### config.mk
export PLATFORM = sky130hd
export DESIGN_NAME = thermo_alert
export DESIGN_NICKNAME = d
export VERILOG_FILES = /design/src/rtl/thermo_alert_pkg.sv /design/src/rtl/thm_limit_cmp.sv /design/src/rtl/thm_fault_queue.sv /design/src/rtl/thermo_alert.sv
export SDC_FILE = /design/constraint.sdc
export NUM_CORES = 1
export LEC_CHECK = 0
export BUFFER_PORTS_ARGS = -buffer_cell sky130_fd_sc_hd__buf_2
export CAP_MARGIN = 15
export CORE_MARGIN = 3
export CORE_UTILIZATION = 35
export CTS_CLUSTER_DIAMETER = 50
export CTS_CLUSTER_SIZE = 12
export DETAILED_ROUTE_END_ITERATION = 12
export PLACE_DENSITY_LB_ADDON = 0.1
export SYNTH_ARGS = -nofsm -noshare
export SYNTH_HDL_FRONTEND = slang
export SYNTH_HIERARCHICAL = 1
export SYNTH_SLANG_ARGS = --single-unit
### constraint.sdc
create_clock -name clk -period 4.6 [get_ports clk]
set_input_delay 0.46 -clock clk [delete_from_list [all_inputs] [get_ports clk]]
set_output_delay 0.46 -clock clk [all_outputs]
set_load 0.03 [all_outputs]
### src/rtl/thermo_alert_pkg.sv
package thermo_alert_pkg;

    typedef enum logic [1:0] {
        MODE_CMP  = 2'b00,
        MODE_INT  = 2'b01,
        MODE_INTC = 2'b10,
        MODE_RSV  = 2'b11
    } alert_mode_e;

    typedef struct packed {
        logic active;       // logical alert state
        logic seek_low;     // event mode: next event is a low crossing
        logic release_pend; // latched mode: cooled, waiting for an access
    } alert_state_t;

    localparam int QCNT_W = 3;

    function automatic logic [QCNT_W-1:0] fault_need(input logic [1:0] sel);
        logic [QCNT_W-1:0] n;
        case (sel)
            2'b00:   n = QCNT_W'(1);
            2'b01:   n = QCNT_W'(2);
            2'b10:   n = QCNT_W'(4);
            default: n = QCNT_W'(6);
        endcase
        return n;
    endfunction

endpackage

### src/rtl/thm_limit_cmp.sv
module thm_limit_cmp #(
    parameter int TW = 13
) (
    input  logic [TW-1:0] temp,
    input  logic [TW-1:0] hi,
    input  logic [TW-1:0] lo,
    output logic          hot,
    output logic          cold
);
    always_comb begin
        hot  = ($signed(temp) >= $signed(hi));
        cold = ($signed(temp) <  $signed(lo));
    end
endmodule

### src/rtl/thm_fault_queue.sv
module thm_fault_queue #(
    parameter int CNT_W = 3
) (
    input  logic             clk,
    input  logic             rst_n,
    input  logic             step,
    input  logic             hit,
    input  logic             clear,
    input  logic [CNT_W-1:0] need,
    output logic             fire
);
    localparam int SUM_W = CNT_W + 1;

    logic [CNT_W-1:0] cnt_q, cnt_d;
    logic [SUM_W-1:0] next_run;

    always_comb begin
        next_run = {1'b0, cnt_q} + SUM_W'(1);
        fire     = step && hit && (next_run >= {1'b0, need});
        cnt_d    = cnt_q;
        if (clear) begin
            cnt_d = '0;
        end else if (step) begin
            if (!hit || fire) cnt_d = '0;
            else              cnt_d = next_run[CNT_W-1:0];
        end
    end

    always_ff @(posedge clk or negedge rst_n) begin
        if (!rst_n) cnt_q <= '0;
        else        cnt_q <= cnt_d;
    end

    // a failing result restarts the run
    p_miss_restarts_r2: assert property (@(posedge clk) disable iff (!rst_n)
        (step && !hit) |=> (cnt_q == '0));

    // no strobe, no movement
    p_hold_without_step_r10: assert property (@(posedge clk) disable iff (!rst_n)
        (!step && !clear) |=> $stable(cnt_q));

endmodule

### src/rtl/thermo_alert.sv
module thermo_alert
    import thermo_alert_pkg::*;
#(
    parameter int TW = 13
) (
    input  logic          clk,
    input  logic          rst_n,
    input  logic          conv_valid,
    input  logic [TW-1:0] conv_temp,
    input  logic [TW-1:0] lim_hi,
    input  logic [TW-1:0] lim_lo,
    input  logic [1:0]    mode,
    input  logic [1:0]    fault_sel,
    input  logic          polarity,
    input  logic          reg_read,
    input  logic          bus_access,
    input  logic          shutdown,
    output logic          alert
);
    alert_state_t st_q, st_d;
    alert_mode_e  eff_mode;
    logic         hot, cold;
    logic         count_en, hit, step, fire;

    thm_limit_cmp #(.TW(TW)) u_cmp (
        .temp (conv_temp),
        .hi   (lim_hi),
        .lo   (lim_lo),
        .hot  (hot),
        .cold (cold)
    );

    always_comb begin
        eff_mode = alert_mode_e'(mode);
        if (eff_mode == MODE_RSV) eff_mode = MODE_CMP;
        case (eff_mode)
            MODE_INT: begin
                hit      = st_q.seek_low ? cold : hot;
                count_en = !st_q.active;
            end
            default: begin
                hit      = st_q.active ? cold : hot;
                count_en = !st_q.release_pend;
            end
        endcase
        step = conv_valid && !shutdown && count_en;
    end

    thm_fault_queue #(.CNT_W(QCNT_W)) u_queue (
        .clk   (clk),
        .rst_n (rst_n),
        .step  (step),
        .hit   (hit),
        .clear (shutdown),
        .need  (fault_need(fault_sel)),
        .fire  (fire)
    );

    always_comb begin
        st_d = st_q;
        case (eff_mode)
            MODE_INT: begin
                if (reg_read || shutdown) st_d.active = 1'b0;
                if (fire) begin
                    st_d.active   = 1'b1;
                    st_d.seek_low = !st_q.seek_low;
                end
            end
            MODE_INTC: begin
                if (st_q.release_pend && bus_access) begin
                    st_d.active       = 1'b0;
                    st_d.release_pend = 1'b0;
                end else if (fire) begin
                    if (!st_q.active) st_d.active       = 1'b1;
                    else              st_d.release_pend = 1'b1;
                end
            end
            default: begin
                st_d.release_pend = 1'b0;
                if (fire) st_d.active = !st_q.active;
            end
        endcase
    end

    always_ff @(posedge clk or negedge rst_n) begin
        if (!rst_n) st_q <= '0;
        else        st_q <= st_d;
    end

    assign alert = polarity ? st_q.active : !st_q.active;

    // the alert never rises without a completed run
    p_rise_needs_run_r1: assert property (@(posedge clk) disable iff (!rst_n)
        (!st_q.active && !fire) |=> !st_q.active);

    // a read acknowledges an event-mode alert
    p_read_acks_r4: assert property (@(posedge clk) disable iff (!rst_n)
        (eff_mode == MODE_INT && reg_read && !fire) |=> !st_q.active);

    // shutdown clears an event-mode alert
    p_sd_clears_r6: assert property (@(posedge clk) disable iff (!rst_n)
        (eff_mode == MODE_INT && shutdown) |=> !st_q.active);

    // latched alert holds without an access
    p_latched_hold_r7: assert property (@(posedge clk) disable iff (!rst_n)
        (eff_mode == MODE_INTC && st_q.active && !bus_access) |=> st_q.active);

endmodule

==> flow_metrics.tcl, run 1 <==
set metrics [dict create \
    post_route_cells_drive_above_1_share_pct 30.2 \
    grt_use_total_pct 13.6 \
    syn-instance-count 150 \
    placement.io_buffers 50 \
    cts.sinks 6 \
    synth_edf_count 0 \
    netlist.top_cell.by_area "sky130_fd_sc_hd__ha_1" \
    worst_setup_path_end_kind "flip-flop" \
    cts_max_level 1 \
    hold_class "input port to async pin" \
    required_worst_endpoint_ps 4720 \
    cts_root_buf "sky130_fd_sc_hd__clkbuf_4" \
    final-instance-count-excl-fill 243 \
    rsz0062_at_grt "no" \
    num-fill-cells 350 \
    drt_pass1_iterations 2 \
    cts.hold.buffers_added 0 \
    synth_top_flop_cell "sky130_fd_sc_hd__dfrtp_1" \
    gpl.final_weighted_congestion 0.743 \
    timing.final.crit_period_ps 3040 \
    hold_viol 0 \
    clkSlewWorstSetupHoldPaths_ps 40 \
    period_share_pct 66.2 \
    cts_setup_buffers 0 \
    die-height_um 64.3 \
    core_mm2 0.00315 \
    cap_violations 0 \
    die-width_um 64.3 \
    tritoncts "done" \
    ys_top_cells_by_area "sky130_fd_sc_hd__ha_1, sky130_fd_sc_hd__dfrtp_1, sky130_fd_sc_hd__inv_1" \
    post-synth-top-count-cell "sky130_fd_sc_hd__ha_1" \
    row_count 20 \
    cts-root-to-sink-buffers 2 \
    synth.net_count 231 \
    crit_fanout 7 \
    detail_route.wirelength_um 2620 \
    initial_utilization_pct 37.8 \
    detailed_place_hpwl_um 2390 \
    synth.top_cells.by_count "sky130_fd_sc_hd__ha_1, sky130_fd_sc_hd__inv_1, sky130_fd_sc_hd__nand2_1, sky130_fd_sc_hd__nor2_1, sky130_fd_sc_hd__a21oi_1" \
    dp_cells 240 \
    resized_gates_after_cts 0 \
    worst_ir_drop_vdd_mv 0.134 \
    worst_clock_skew_ps 2.47 \
    timing.critical_path.slowest_stage_cell "sky130_fd_sc_hd__or3_1" \
    critical_path.startpoint_type "input port" \
    detail-route-antenna-nets 0 \
    routed_via_count 1161 \
    synth_seq_area_share_pct 12.6 \
    via_count_normalized_by_instance_count 4.78 \
    routedWlPerCell_um 10.8 \
    ys_ff_latch 6 \
    setup_violating_endpoint_count_in_the_final_report 0 \
    run_status "complete, no violations" \
    synth.distinct_cells 38 \
    grt_start_max_net_pins 11 \
    layout_area_overhead_pct 25.0 \
    proportion_of_synthesized_flip_flops_having_asynchronous_set_or_reset_pct 100 \
    worstMarginPinSlew_ps 389 \
    clk_latency_ps 240 \
    setup_ws_ps 1560 \
    critical-path-max-stage-delay_ps 380 \
    tns_ps 0 \
    top_level_ports 51 \
    avgSynthCellArea_um2 7.94 \
    design.die.area_mm2 0.00414 \
    fmax_ghz 0.329 \
    worstPathCellList "buf_2 > ha_1 > nand4_1 > or3_1 > a211o_1 > o211ai_1 > mux2i_1 > mux2_2 > nand2_1 > nor2b_1 > o21ai_0 > a211oi_2 > and4bb_1" \
    grt_antenna_before_repair 0 \
    slew_margin_rel_pct 74.0 \
    wire_length_of_the_first_global_routing_pass_um 4690 \
    tritoncts.num_buffers 3 \
    drc_errors 0 \
    drt_first_iter_violations 9 \
    p_per_area_mw_per_mm2 157 \
    worst_ep_arrival_time_ps 3170 \
    finalMaxSlewViolations 0 \
    n_antenna_cell 0 \
    yosys.area.top_type_share_pct 32.6 \
    synth.yosys.warnings 6 \
    timing.hold.ws_ps 42.5 \
    crit_type "input port to flip-flop" \
    cellLeakagePower_nw 0.889 \
    grt_pass1_vias 1215 \
    grt_remaining_overflow 0 \
    place_ws_ps 1290 \
    final_nets 282 \
    mappedNetlistArea_mm2 0.00119 \
]
==> metal layers <==
metal | GRT usage, % | part of all wire (%) | vias up
met2 | 23.5 | 44 | 35
met4 | 3.17 | 0.57 | 0
met5 | 0 | 0 | -
met1 | 17.2 | 49 | 503
li1 | - | - | 621
met3 | 2.99 | 6.9 | 2
==> sequential cells by signal (all words and copies together), names as in the netlist <==
register / flops
st_q: 3
u_queue/cnt_q: 3
==> placed cells by master (no fill, tap or decap), types with 2 or more instances in the layout <==
master                       n
sky130_fd_sc_hd__nand2b_1    4
sky130_fd_sc_hd__a31oi_1     2
sky130_fd_sc_hd__a21oi_1     9
sky130_fd_sc_hd__ha_1       31
sky130_fd_sc_hd__a21o_1      5
sky130_fd_sc_hd__o2111ai_1   2
sky130_fd_sc_hd__clkbuf_4    3
sky130_fd_sc_hd__nand4_1     3
sky130_fd_sc_hd__nor3b_2     2
sky130_fd_sc_hd__nor2_1     10
sky130_fd_sc_hd__nand2_1    10
sky130_fd_sc_hd__inv_1      29
sky130_fd_sc_hd__mux2_2      2
sky130_fd_sc_hd__mux2i_1     2
sky130_fd_sc_hd__buf_2      50
sky130_fd_sc_hd__dfrtp_1     6
sky130_fd_sc_hd__o21ai_0     5
sky130_fd_sc_hd__nor2b_1     2
sky130_fd_sc_hd__xnor2_1     2
sky130_fd_sc_hd__o21ai_1     2
==> worst max-delay path: cells and delay by family <==
kind,cells,cell delay [ps]
buf+inv,1,110
mux,2,360
fa+ha+maj,1,320
simple gates,5,1170
compound gates,4,740
==> report_power, final <==
| group | leakage [nW] | total (W) | switching, W | internal [W] |
|---|---|---|---|---|
| clock | 0.0138 | 0.0000467 | 0.0000173 | 0.0000294 |
| combinational | 0.794 | 0.000118 | 0.0000586 | 0.0000593 |
| sequential | 0.0813 | 0.0000688 | 0.00000886 | 0.0000599 |
| total | 0.889 | 0.000233 | 0.0000847 | 0.000149 |
==> kinds of logic after synthesis <==
family / share of synthesized area (%)
buffers and inverters: 11.7
xor gates and xnor gates: 1.47
adders and majority gates: 32.6
DFF: 12.6
and+or+nand+nor: 19.0
muxes: 3.57
AOI/OAI and AO/OA: 19.1
==> worst paths after layout <==
kind | startpoint | endpoint | slack, ps | depth (start not counted)
worst max-delay path | conv_temp[12] | st_q[2]$_DFFE_PN0P_ | 1560 | 13
worst min-delay path | rst_n | st_q[2]$_DFFE_PN0P_ | 40 | 1
worst max register to register | u_queue/cnt_q[0]$_DFFE_PN0P_ | st_q[2]$_DFFE_PN0P_ | 2010 | 10
worst min register to register | st_q[1]$_DFFE_PN0P_ | st_q[1]$_DFFE_PN0P_ | 470 | 1
max in group asynchronous | rst_n | st_q[0]$_DFFE_PN0P_ | 4410 | 1
min in group clk | st_q[1]$_DFFE_PN0P_ | st_q[1]$_DFFE_PN0P_ | 470 | 1
==> per-stage QoR <==
step	power (W)	utilization (%)	instance area (um2)
2_1_floorplan	0.000149	-	1190
3_3_place_gp	0.000184	46.5	1470
3_5_place_dp	0.000189	46.5	1470
4_1_cts	0.000237	47.2	1490
5_1_grt	0.000263	47.2	1490
6_report	0.000233	47.2	1490
==> final cells by class <==
cell class | instances | area [um2] | share of cell area (%)
Multi-Input combinational cell | 111 | 902 | 60.6
Timing Repair Buffer | 50 | 250 | 16.8
Sequential cell | 6 | 150 | 10.1
Inverter | 29 | 109 | 7.31
Tap cell | 44 | 55.1 | 3.70
Clock buffer | 3 | 22.5 | 1.51
No activity file was read; power rests on OpenSTA's default activity.
==> run 2, diff against run 1 <==
==> constraint.sdc (replaced) <==
create_clock -name clk -period 2.7 [get_ports clk]
set_input_delay 0.27 -clock clk [delete_from_list [all_inputs] [get_ports clk]]
set_output_delay 0.27 -clock clk [all_outputs]
set_load 0.03 [all_outputs]
==> flow_metrics.tcl, run 2 (synthesized netlist as in run 1, its figures left out) <==
set metrics [dict create \
    worst_clock_skew_ps 7.72 \
    switch_pwr_w 0.000153 \
    post_route_cells_drive_above_1_share_pct 33.2 \
    dp_cells 247 \
    timing.final.crit_period_ps 2510 \
    timing.rr.end "st_q[2]$_DFFE_PN0P_" \
    cts_max_level 1 \
    min_from "shutdown" \
    crit_family "simple AND/OR/NAND/NOR gates" \
    tritoncts.num_buffers 3 \
    required_worst_endpoint_ps 2840 \
    design.die.area_mm2 0.00414 \
    layout_area_overhead_pct 31.5 \
    launch_point_of_the_worst_reg_to_reg_path "u_queue/cnt_q[0]$_DFFE_PN0P_" \
    rsz0062_at_grt "no" \
    p_per_area_mw_per_mm2 267 \
    crit_type "input port to flip-flop" \
    gpl.final_weighted_congestion 0.797 \
    mostFrequentLayoutCell "sky130_fd_sc_hd__buf_2" \
    tritoncts "done" \
    clkSlewWorstSetupHoldPaths_ps 50 \
    slew_margin_rel_pct 78.4 \
    timing.critical_path.buf_inv 1 \
    routed_via_count 1202 \
    row_count 20 \
    drc_errors 0 \
    routedWlPerCell_um 10.4 \
    final_cell_mix "sky130_fd_sc_hd__buf_2, sky130_fd_sc_hd__ha_1, sky130_fd_sc_hd__inv_1" \
    fmax_ghz 0.398 \
    placement.io_buffers 50 \
    top_level_ports 51 \
    core_mm2 0.00315 \
    grt_use_total_pct 12.9 \
    via_count_normalized_by_instance_count 4.77 \
    place_ws_ps -204 \
    die-height_um 64.3 \
    final_nets 291 \
    final_core_util_pct 49.7 \
    detail_route.wirelength_um 2630 \
    critical_path.startpoint_type "input port" \
    registers_with_the_most_flip_flops "st_q x3, u_queue/cnt_q x3" \
    die-width_um 64.3 \
    grt_start_max_net_pins 11 \
    cts_root_buf "sky130_fd_sc_hd__clkbuf_4" \
    wire_length_of_the_first_global_routing_pass_um 4490 \
    worst_hold_path.endpoint "u_queue/cnt_q[0]$_DFFE_PN0P_" \
    grt_antenna_before_repair 0 \
    clk_latency_ps 250 \
    worst_ir_drop_vdd_mv 0.166 \
    drt_pass1_iterations 3 \
    setup_ws_ps 190 \
    period_share_pct 93.0 \
    worstPathCellList "buf_2 > ha_1 > nand4_1 > or3_1 > a211o_1 > o211ai_1 > mux2i_1 > mux2_2 > nand2_1 > nor2b_4 > o21ai_0 > a211oi_2 > and4bb_1" \
    cap_violations 0 \
    run_status "complete, no violations" \
    setup_violating_endpoint_count_in_the_final_report 0 \
    critical-path-max-stage-delay_ps 330 \
    initial_utilization_pct 37.8 \
    timing.critical_path.slowest_stage_cell "sky130_fd_sc_hd__or3_1" \
    num-fill-cells 338 \
    min_path_cells 2 \
    combinationalPowerShare_pct 51.4 \
    clock_power_share_pct 20.4 \
    reg_power_share_pct 28.2 \
    timing.reg2reg.worst_path_depth 10 \
    timing.hold.ws_ps 318 \
    detailed_place_hpwl_um 2360 \
    final-instance-count-excl-fill 252 \
    cts-root-to-sink-buffers 2 \
    n_antenna_cell 0 \
    grt_remaining_overflow 0 \
    grt_pass1_vias 1176 \
    cts.sinks 6 \
    finalMaxSlewViolations 0 \
    hold_class "input port to flip-flop" \
    detail-route-antenna-nets 0 \
    cellLeakagePower_nw 0.934 \
    regToRegSetupSlack_ps 350 \
    power.share.switching_pct 36.6 \
    hold_viol 0 \
    worst_ep_arrival_time_ps 2650 \
    crit_fanout 6 \
    drt_first_iter_violations 7 \
    worst_setup_path_end_kind "flip-flop" \
    internal_power_summed_over_all_cells_w 0.000265 \
    worstMarginPinSlew_ps 323 \
]
==> run 2: cell types whose count changed in the layout (fill, tap and decap cells not counted) <==
cell	before	now
sky130_fd_sc_hd__buf_4	0	8
sky130_fd_sc_hd__dlygate4sd3_1	0	1
sky130_fd_sc_hd__nor2b_1	2	1
sky130_fd_sc_hd__nor2b_4	0	1
==> run 2: worst max-delay path by stage <==
stage | to | cells after the start | start | slack, ps
floorplan | st_q[2]$_DFFE_PN0P_ | 13 | lim_lo[12] | 60
global placement | st_q[2]$_DFFE_PN0P_ | 14 | lim_lo[10] | -90
detailed placement | st_q[2]$_DFFE_PN0P_ | 13 | conv_temp[10] | -200
CTS | st_q[2]$_DFFE_PN0P_ | 13 | conv_temp[10] | 60
global route | st_q[2]$_DFFE_PN0P_ | 13 | conv_temp[8] | 30
finish | st_q[2]$_DFFE_PN0P_ | 13 | conv_temp[12] | 190
==> run 2: final cells by class <==
class	instances	area (um2)	share of cell area [%]
clock buffers	3	22.5	1.44
inverters	29	109	6.95
multi-input cells	111	910	58.1
flip-flops and latches	6	150	9.58
well taps	44	55.1	3.51
repair buffers	59	320	20.4
==> run 2: power by group through the flow <==
stage	logic, W	clock network (W)	registers, W
after detailed placement	0.000213	0	0.000118
final	0.000215	0.0000854	0.000118
after floorplan	0.000145	0	0.000110
after global placement	0.000208	0	0.000118
after global routing	0.000248	0.0000981	0.000120
after CTS	0.000215	0.0000902	0.000117
==> run 2: metrics by stage <==
step                      total power, W  cell area (um2)  TNS [ps]
after floorplan                 0.000255             1190         0
final                           0.000418             1570         0
after CTS                       0.000422             1550         0
after detailed placement        0.000331             1520      -204
after global placement          0.000326             1520     -90.0
after global routing            0.000466             1570         0
==> run 2: per-layer routing <==
layer / global-route usage, % / part of all wire (%) / wire length (um)
met5: 0 / 0 / 0
met1: 16.4 / 46 / 1210
met3: 1.76 / 5.9 / 155
met4: 3.17 / 0.80 / 21
met2: 22.9 / 47 / 1250
==> run 2: timing repair <==
action,in CTS,in global routing
buffers inserted,0,1
resized for setup,0,1
endpoints found under the setup margin,0,1
endpoints found under the hold margin,6,0
hold buffers,1,0
==> run 2: worst register-to-register path, cell delays in order, from the launching register on <==
cell and delay (ps):
sky130_fd_sc_hd__dfrtp_1 420, sky130_fd_sc_hd__ha_1 230, sky130_fd_sc_hd__nand2b_1 100, sky130_fd_sc_hd__nand2_1 70, sky130_fd_sc_hd__ha_1 260, sky130_fd_sc_hd__o21ai_0 70
sky130_fd_sc_hd__o21ai_1 290, sky130_fd_sc_hd__nor2b_4 270, sky130_fd_sc_hd__o21ai_0 120, sky130_fd_sc_hd__a211oi_2 230, sky130_fd_sc_hd__and4bb_1 200
